<file path="src/rtl/uctl_pkg.sv">
`timescale 1ns/1ps
package uctl_pkg;
  // event bit positions, shared by flags and interrupt enables
  localparam int NEV       = 4;
  localparam int EV_RXRDY  = 0;
  localparam int EV_TXRDY  = 1;
  localparam int EV_ERR    = 2;
  localparam int EV_RXTO   = 3;

  // byte offsets
  localparam int OFF_STARTRX = 'h00;
  localparam int OFF_STOPRX  = 'h04;
  localparam int OFF_STARTTX = 'h08;
  localparam int OFF_STOPTX  = 'h0C;
  localparam int OFF_SUSPEND = 'h10;
  localparam int OFF_EVBASE  = 'h40;  // event i lives at OFF_EVBASE + 4*i
  localparam int OFF_IEN     = 'h80;
  localparam int OFF_IENSET  = 'h84;
  localparam int OFF_IENCLR  = 'h88;
  localparam int OFF_ERRSRC  = 'hA0;
  localparam int OFF_ENABLE  = 'hA4;
  localparam int OFF_PINBASE = 'hB0;
  localparam int NPIN        = 4;
  localparam int OFF_TXDATA  = 'hC4;
  localparam int OFF_BAUD    = 'hC8;

  localparam int ENABLE_KEY  = 4;
  localparam logic [31:0] BAUD_RESET = 32'h0400_0000;

  typedef struct packed {
    logic start_tx;
    logic stop_tx;
    logic start_rx;
    logic stop_rx;
    logic suspend;
    logic shut;
  } cmd_t;
endpackage

</file>
<file path="src/rtl/uctl_tasks.sv">
`timescale 1ns/1ps
module uctl_tasks
  import uctl_pkg::*;
(
  input  logic clk,
  input  logic rst,
  input  cmd_t cmd,
  output logic tx_run,
  output logic rx_run
);
  always_ff @(posedge clk) begin
    if (rst) begin
      tx_run <= 1'b0;
      rx_run <= 1'b0;
    end else begin
      if (cmd.stop_tx || cmd.suspend || cmd.shut) tx_run <= 1'b0;
      else if (cmd.start_tx)                      tx_run <= 1'b1;
      if (cmd.stop_rx || cmd.suspend || cmd.shut) rx_run <= 1'b0;
      else if (cmd.start_rx)                      rx_run <= 1'b1;
    end
  end

  assert_stoptx_only_tx_R7: assert property (@(posedge clk) disable iff (rst)
    cmd.stop_tx |=> (!tx_run && rx_run == $past(rx_run)));
  assert_shut_stops_both_R4: assert property (@(posedge clk) disable iff (rst)
    cmd.shut |=> (!tx_run && !rx_run));
endmodule

</file>
<file path="src/rtl/uctl_events.sv">
`timescale 1ns/1ps
module uctl_events
  import uctl_pkg::*;
#(
  parameter int DW   = 32,
  parameter int ES_W = 4
)(
  input  logic            clk,
  input  logic            rst,
  input  logic [DW-1:0]   wdata,
  input  logic [NEV-1:0]  we_evt,
  input  logic            we_ien,
  input  logic            we_ienset,
  input  logic            we_ienclr,
  input  logic            we_errsrc,
  input  cmd_t            cmd,
  input  logic            set_rxrdy,
  input  logic            set_txrdy,
  input  logic            set_brk,
  output logic [NEV-1:0]  flags,
  output logic [NEV-1:0]  ien,
  output logic [ES_W-1:0] errsrc,
  output logic            irq
);
  logic [NEV-1:0]  flags_nx;
  logic [ES_W-1:0] es_nx;
  logic            wnz;

  assign wnz = (wdata != '0);

  always_comb begin
    flags_nx = flags;
    for (int i = 0; i < NEV; i++) begin
      if (we_evt[i]) begin
        if (i == EV_RXRDY) flags_nx[i] = wnz ? flags[i] : 1'b0;
        else               flags_nx[i] = wnz;
      end
    end
    if (set_rxrdy) flags_nx[EV_RXRDY] = 1'b1;
    if (set_txrdy) flags_nx[EV_TXRDY] = 1'b1;
    if (set_brk)   flags_nx[EV_ERR]   = 1'b1;
    if (cmd.stop_rx || cmd.suspend || cmd.shut) flags_nx[EV_RXTO] = 1'b1;

    es_nx = errsrc;
    if (we_errsrc) es_nx = errsrc & ~wdata[ES_W-1:0];
    if (set_brk)   es_nx[1:0] = 2'b11;
  end

  always_ff @(posedge clk) begin
    if (rst) begin
      flags  <= '0;
      ien    <= '0;
      errsrc <= '0;
    end else begin
      flags  <= flags_nx;
      errsrc <= es_nx;
      if (we_ien)         ien <= wdata[NEV-1:0];
      else if (we_ienset) ien <= ien | wdata[NEV-1:0];
      else if (we_ienclr) ien <= ien & ~wdata[NEV-1:0];
    end
  end

  assign irq = |(flags & ien);

  assert_ienset_or_R5: assert property (@(posedge clk) disable iff (rst)
    we_ienset |=> ((ien & $past(wdata[NEV-1:0])) == $past(wdata[NEV-1:0])));
  assert_brk_sets_R8: assert property (@(posedge clk) disable iff (rst)
    set_brk |=> (errsrc[1:0] == 2'b11 && flags[EV_ERR]));
  assert_rxto_on_stop_R7: assert property (@(posedge clk) disable iff (rst)
    (cmd.stop_rx || cmd.suspend || cmd.shut) |=> flags[EV_RXTO]);
endmodule

</file>
<file path="src/rtl/uctl_store.sv">
`timescale 1ns/1ps
module uctl_store
  import uctl_pkg::*;
#(
  parameter int AW = 8,
  parameter int DW = 32,
  localparam int NW = 2 ** (AW - 2)
)(
  input  logic          clk,
  input  logic          rst,
  input  logic          we,
  input  logic [AW-3:0] idx,
  input  logic [DW-1:0] wdata,
  output logic [DW-1:0] rdata
);
  logic [DW-1:0] words [NW];

  function automatic logic [DW-1:0] init_val(input int w);
    if (w >= OFF_PINBASE / 4 && w < OFF_PINBASE / 4 + NPIN) return '1;
    if (w == OFF_BAUD / 4) return DW'(BAUD_RESET);
    return '0;
  endfunction

  always_ff @(posedge clk) begin
    if (rst) begin
      for (int i = 0; i < NW; i++) words[i] <= init_val(i);
    end else if (we) begin
      words[idx] <= wdata;
    end
  end

  assign rdata = words[idx];
endmodule

</file>
<file path="src/rtl/uart_ctl_regs.sv">
`timescale 1ns/1ps
module uart_ctl_regs
  import uctl_pkg::*;
#(
  parameter int AW   = 8,
  parameter int DW   = 32,
  parameter int BW   = 8,
  parameter int ES_W = 4
)(
  input  logic          clk,
  input  logic          rst,
  input  logic [AW-1:0] bus_addr,
  input  logic          bus_wen,
  input  logic [DW-1:0] bus_wdata,
  input  logic          bus_ren,
  output logic [DW-1:0] bus_rdata,
  output logic          tx_valid,
  output logic [BW-1:0] tx_byte,
  input  logic          tx_done,
  input  logic          rx_evt,
  input  logic          brk_evt,
  output logic          tx_run,
  output logic          rx_run,
  output logic          irq
);
  int              a;
  logic            en;
  logic            wr_ok;
  logic            is_one;
  logic            special;
  logic            tx_accept;
  logic            tx_fin;
  cmd_t            cmd;
  logic [NEV-1:0]  we_evt;
  logic [NEV-1:0]  flags;
  logic [NEV-1:0]  ien;
  logic [ES_W-1:0] errsrc;
  logic [DW-1:0]   st_rd;
  logic [DW-1:0]   rd_mux;

  assign a      = int'(bus_addr);
  assign wr_ok  = bus_wen && (en || a == OFF_ENABLE);
  assign is_one = (bus_wdata == DW'(1));

  // task strobes
  always_comb begin
    cmd          = '0;
    cmd.start_tx = wr_ok && a == OFF_STARTTX && is_one;
    cmd.stop_tx  = wr_ok && a == OFF_STOPTX  && is_one;
    cmd.start_rx = wr_ok && a == OFF_STARTRX && is_one;
    cmd.stop_rx  = wr_ok && a == OFF_STOPRX  && is_one;
    cmd.suspend  = wr_ok && a == OFF_SUSPEND && is_one;
    cmd.shut     = wr_ok && a == OFF_ENABLE  && bus_wdata == '0;
  end

  for (genvar g = 0; g < NEV; g++) begin : g_evdec
    assign we_evt[g] = wr_ok && a == OFF_EVBASE + 4 * g;
  end

  assign special = (a >= OFF_STARTRX && a <= OFF_SUSPEND) ||
                   (a >= OFF_EVBASE && a < OFF_EVBASE + 4 * NEV) ||
                   a == OFF_IEN || a == OFF_IENSET || a == OFF_IENCLR ||
                   a == OFF_ERRSRC || a == OFF_ENABLE || a == OFF_TXDATA;

  // enable key register
  always_ff @(posedge clk) begin
    if (rst) en <= 1'b0;
    else if (bus_wen && a == OFF_ENABLE) begin
      if (bus_wdata == DW'(ENABLE_KEY)) en <= 1'b1;
      else if (bus_wdata == '0)         en <= 1'b0;
    end
  end

  // transmit handoff
  assign tx_accept = wr_ok && a == OFF_TXDATA && tx_run && !tx_valid;
  assign tx_fin    = tx_valid && tx_done;

  always_ff @(posedge clk) begin
    if (rst) begin
      tx_valid <= 1'b0;
      tx_byte  <= '0;
    end else if (tx_accept) begin
      tx_valid <= 1'b1;
      tx_byte  <= bus_wdata[BW-1:0];
    end else if (tx_fin) begin
      tx_valid <= 1'b0;
    end
  end

  uctl_tasks u_tasks (
    .clk    (clk),
    .rst    (rst),
    .cmd    (cmd),
    .tx_run (tx_run),
    .rx_run (rx_run)
  );

  uctl_events #(.DW(DW), .ES_W(ES_W)) u_events (
    .clk       (clk),
    .rst       (rst),
    .wdata     (bus_wdata),
    .we_evt    (we_evt),
    .we_ien    (wr_ok && a == OFF_IEN),
    .we_ienset (wr_ok && a == OFF_IENSET),
    .we_ienclr (wr_ok && a == OFF_IENCLR),
    .we_errsrc (wr_ok && a == OFF_ERRSRC),
    .cmd       (cmd),
    .set_rxrdy (rx_evt),
    .set_txrdy (tx_fin),
    .set_brk   (brk_evt),
    .flags     (flags),
    .ien       (ien),
    .errsrc    (errsrc),
    .irq       (irq)
  );

  uctl_store #(.AW(AW), .DW(DW)) u_store (
    .clk   (clk),
    .rst   (rst),
    .we    (wr_ok && !special),
    .idx   (bus_addr[AW-1:2]),
    .wdata (bus_wdata),
    .rdata (st_rd)
  );

  // read path
  always_comb begin
    rd_mux = st_rd;
    if (a == OFF_IEN || a == OFF_IENSET || a == OFF_IENCLR) rd_mux = DW'(ien);
    else if (a == OFF_ERRSRC) rd_mux = DW'(errsrc);
    else if (a == OFF_ENABLE) rd_mux = en ? DW'(ENABLE_KEY) : '0;
    else if (a == OFF_TXDATA) rd_mux = DW'(tx_byte);
    else begin
      for (int i = 0; i < NEV; i++)
        if (a == OFF_EVBASE + 4 * i) rd_mux = DW'(flags[i]);
    end
  end

  always_ff @(posedge clk) begin
    if (rst)          bus_rdata <= '0;
    else if (bus_ren) bus_rdata <= en ? rd_mux : '0;
  end

  assert_rd_off_zero_R3: assert property (@(posedge clk) disable iff (rst)
    (bus_ren && !en) |=> (bus_rdata == '0));
  assert_tx_hold_R6: assert property (@(posedge clk) disable iff (rst)
    (tx_valid && !tx_done) |=> (tx_valid && $stable(tx_byte)));
  assert_rd_hold_R12: assert property (@(posedge clk) disable iff (rst)
    !bus_ren |=> $stable(bus_rdata));
endmodule

</file>
<file path="config.mk">
export PLATFORM = sky130hd
export DESIGN_NAME = uart_ctl_regs
export DESIGN_NICKNAME = d
export VERILOG_FILES = /design/src/rtl/uctl_pkg.sv /design/src/rtl/uctl_tasks.sv /design/src/rtl/uctl_events.sv /design/src/rtl/uctl_store.sv /design/src/rtl/uart_ctl_regs.sv
export SDC_FILE = /design/constraint.sdc
export NUM_CORES = 2
export LEC_CHECK = 0
export ABC_AREA = 1
export BUFFER_PORTS_ARGS = -buffer_cell sky130_fd_sc_hd__buf_2
export CORE_AREA = 2 2 534 536
export DETAILED_ROUTE_END_ITERATION = 10
export DIE_AREA = 0 0 536 538
export GPL_ROUTABILITY_DRIVEN = 0
export PLACE_DENSITY_LB_ADDON = 0.05
export SLEW_MARGIN = 10
export SYNTH_ARGS = -nofsm -noshare
export SYNTH_HDL_FRONTEND = slang
export SYNTH_HIERARCHICAL = 1
export SYNTH_SLANG_ARGS = --single-unit
export TNS_END_PERCENT = 20
</file>
<file path="constraint.sdc">
create_clock -name clk -period 15.1 [get_ports clk]
set_clock_uncertainty 0.05 [all_clocks]
set_input_delay 3.02 -clock clk [delete_from_list [all_inputs] [get_ports clk]]
set_output_delay 3.02 -clock clk [all_outputs]
set_load 0.005 [all_outputs]
</file>
==> reports/qor.yml <==
routed_wl_um: 395000
track_usage: 0.269
post-route-min-period_ps: 8200
n_fill_cell: 28931
multiInputGateArea_mm2: 0.0324
regToRegSetupSlack_ps: 10450
hold_depth: 2
post-place-ws_ps: 5990
die_h_um: 538
crit_path_cell_trace: "buf_8, buf_4, buf_4, buf_4, buf_4, buf_4, nand2_1, nand2_1, nand2_1, nand2_1, nand2_1, nand2_1, nand2_1, nand2_1, nor2_1, nand2_1, inv_1, nor2_2, nand3_2, a21oi_2"
cts_buffers: 243
fin_ws_ps: 6900
fin_crit_sh: 0.543
dr.pass1.iters: 6
core_area_mm2: 0.283
syn_area_mm2: 0.0987
path_class: "in -> reg"
synth_top_cells_by_area: "edfxtp_1 (62%), nand2_1 (23%), nor2_1 (8.0%), clkbuf_1 (2.6%), dfxtp_1 (1.1%)"
cellPowerDensity_mw_per_mm2: 126
drv_slew: 0
drv_cap: 0
yosysUniqueCellTypes: 35
cp_slowest_stage_delay_ps: 790
synth_edf_count: 2048
clk_pin_slew_ps: 60
die-area_mm2: 0.288
worst_setup_path_end_kind: "flip-flop"
leakagePower_uw: 0.0479
grt_overflow: 0
cts-root-buf: "clkbuf_16"
crit_slowest_cell: "buf_4"
drt_iter0_drc: 7942
synth_seq_cells: 2104
crit_path_frequent_cell: "nand2_1"
hold_viol: 0
synth_top_area_share: 0.623
finalSetupViolations: 0
yosys.area.top_type: "edfxtp_1"
post-route-drc-count: 0
worst-path-max-fanout: 95
status: "finished clean"
critical_path.startpoint_type: "input pin"
grt_pass1_vias: 73794
timing.setup.tns_ps: 0
clock_sinks: 2104
syn_avg_cell_area_um2: 8.60
regArea_mm2: 0.0626
ff2ff_path_depth: 11
irDropWorstVdd_v: 0.000109
hold_path_class: "reg -> reg"
yosysSeqAreaShare: 0.635
rows: 196
syn2layout_area_growth_pct: 11.7
tightest_slew_ps: 1230
initial_utilization: 0.348
synthTopCellsByCount: "nand2_1 (6106), nor2_1 (2090), edfxtp_1 (2048), clkbuf_1 (694), buf_2 (88)"
routedWlPerCell_um: 26.0
cts_hold_buf: 0
io_buffers: 90
grt_max_degree: 160
slew_headroom: 0.180
grt_first_pass_wirelength_um: 561000
cts-htree-levels: 4
die_w_um: 536
hpwlAfterDp_um: 233000
cts_tree: "built"
syn-num-nets: 11526
fin_nets: 11253
ant_nets: 0
clockBufferDepth: 4
synth_cells: 11479
synth_most_common_cell: "nand2_1"
io_pins: 91
synthArstFlopShare: 0
drive_gt1_frac: 0.0716
vias: 77406
synth_ff_type: "edfxtp_1"
yosys_warnings: 6
postCtsResizedCells: 0
fmax_mhz: 122
viasPerCell: 5.10
worstSkewPairLatency_ps: 950
crit_required_ps: 15910
arrival_ps: 9010
rsz0062_at_grt: "false"
antenna_found_initial: 20
postCtsSetupBuffers: 0
==> registers in the layout, indices dropped and copies added (netlist names), named ones only <==
signal / flops
u_store/words: 2048
bus_rdata: 32
tx_byte: 8
u_events/errsrc: 4
u_events/flags: 4
en: 1
tx_valid: 1
u_tasks/rx_run: 1
u_tasks/tx_run: 1
==> logic make-up after synthesis <==
group                  count (synthesis)  share of synthesized area
DFF                                 2104                      0.635
buffers and inverters                965                     0.0382
AOI/OAI and AO/OA                     86                    0.00591
and+or+nand+nor                     8324                      0.321
==> layer usage <==
layer  GRT usage  share of wire  vias up
met2       0.401           0.43     2861
met3      0.0423          0.073      519
li1            -              -    35547
met4       0.101          0.043        0
met1       0.392           0.45    38479
met5           0              0        -
==> power by group <==
part	switching, µW	internal, µW
Combinational	1040	251
Clock	2500	3290
Sequential	76.8	6670
Total	3620	10200
==> worst paths after layout <==
kind | startpoint | endpoint
worst max-delay path | bus_addr[2] | bus_rdata[21]$_SDFFE_PP0P_
worst min-delay path | u_events/errsrc[3]$_SDFFE_PP0P_ | u_events/errsrc[3]$_SDFFE_PP0P_
worst max register to register | en$_SDFFE_PP0P_ | u_store/words[14][15]$_SDFFCE_PN0P_
worst min register to register | u_events/errsrc[3]$_SDFFE_PP0P_ | u_events/errsrc[3]$_SDFFE_PP0P_
==> worst max-delay path: cells and delay by family <==
| family | cells | cell delay [ps] |
|---|---|---|
| AOI/OAI and AO/OA | 1 | 130 |
| buffers and inverters | 7 | 3980 |
| and+or+nand+nor | 12 | 1450 |
==> layout by cell type, fill, tap and decap left out, drive strengths merged <==
cell / count
nand2: 6114
nor2: 2119
edfxtp: 2048
buf: 316
clkbuf: 309
inv: 134
clkinv: 110
dfxtp: 56
a21oi: 51
nand3: 48
nor3: 24
o21ai: 20
bufinv: 17
diode: 8
or2: 7
a211oi: 6
o211ai: 5
nor4: 5
o22ai: 4
nand4: 3
and3: 2
clkinvlp: 2
nor3b: 1
nand3b: 1
==> layout make-up <==
cell class,instances,share of cell area
Antenna cell,8,0.000182
Clock inverter,132,0.00997
Clock buffer,309,0.0588
Inverter,131,0.00541
Timing Repair Buffer,316,0.0207
Sequential cell,2104,0.568
Multi-Input combinational cell,8410,0.294
Tap cell,3762,0.0427
==> per-stage QoR <==
| stage | util | total power, µW | std cells | cell area, µm² | hold slack [ps] |
|---|---|---|---|---|---|
| 6_report | 0.389 | 13800 | 15172 | 110000 | 404 |
| 5_1_grt | 0.389 | 14300 | 15166 | 110000 | 444 |
| 4_1_cts | 0.389 | 13900 | 15164 | 110000 | 400 |
| 3_5_place_dp | 0.362 | 8160 | 14723 | 103000 | 392 |
| 3_3_place_gp | 0.362 | 8160 | 14720 | 103000 | 387 |
| 2_1_floorplan | - | 7550 | 11479 | 98700 | 366 |
(Power assumes the default switching activity.)
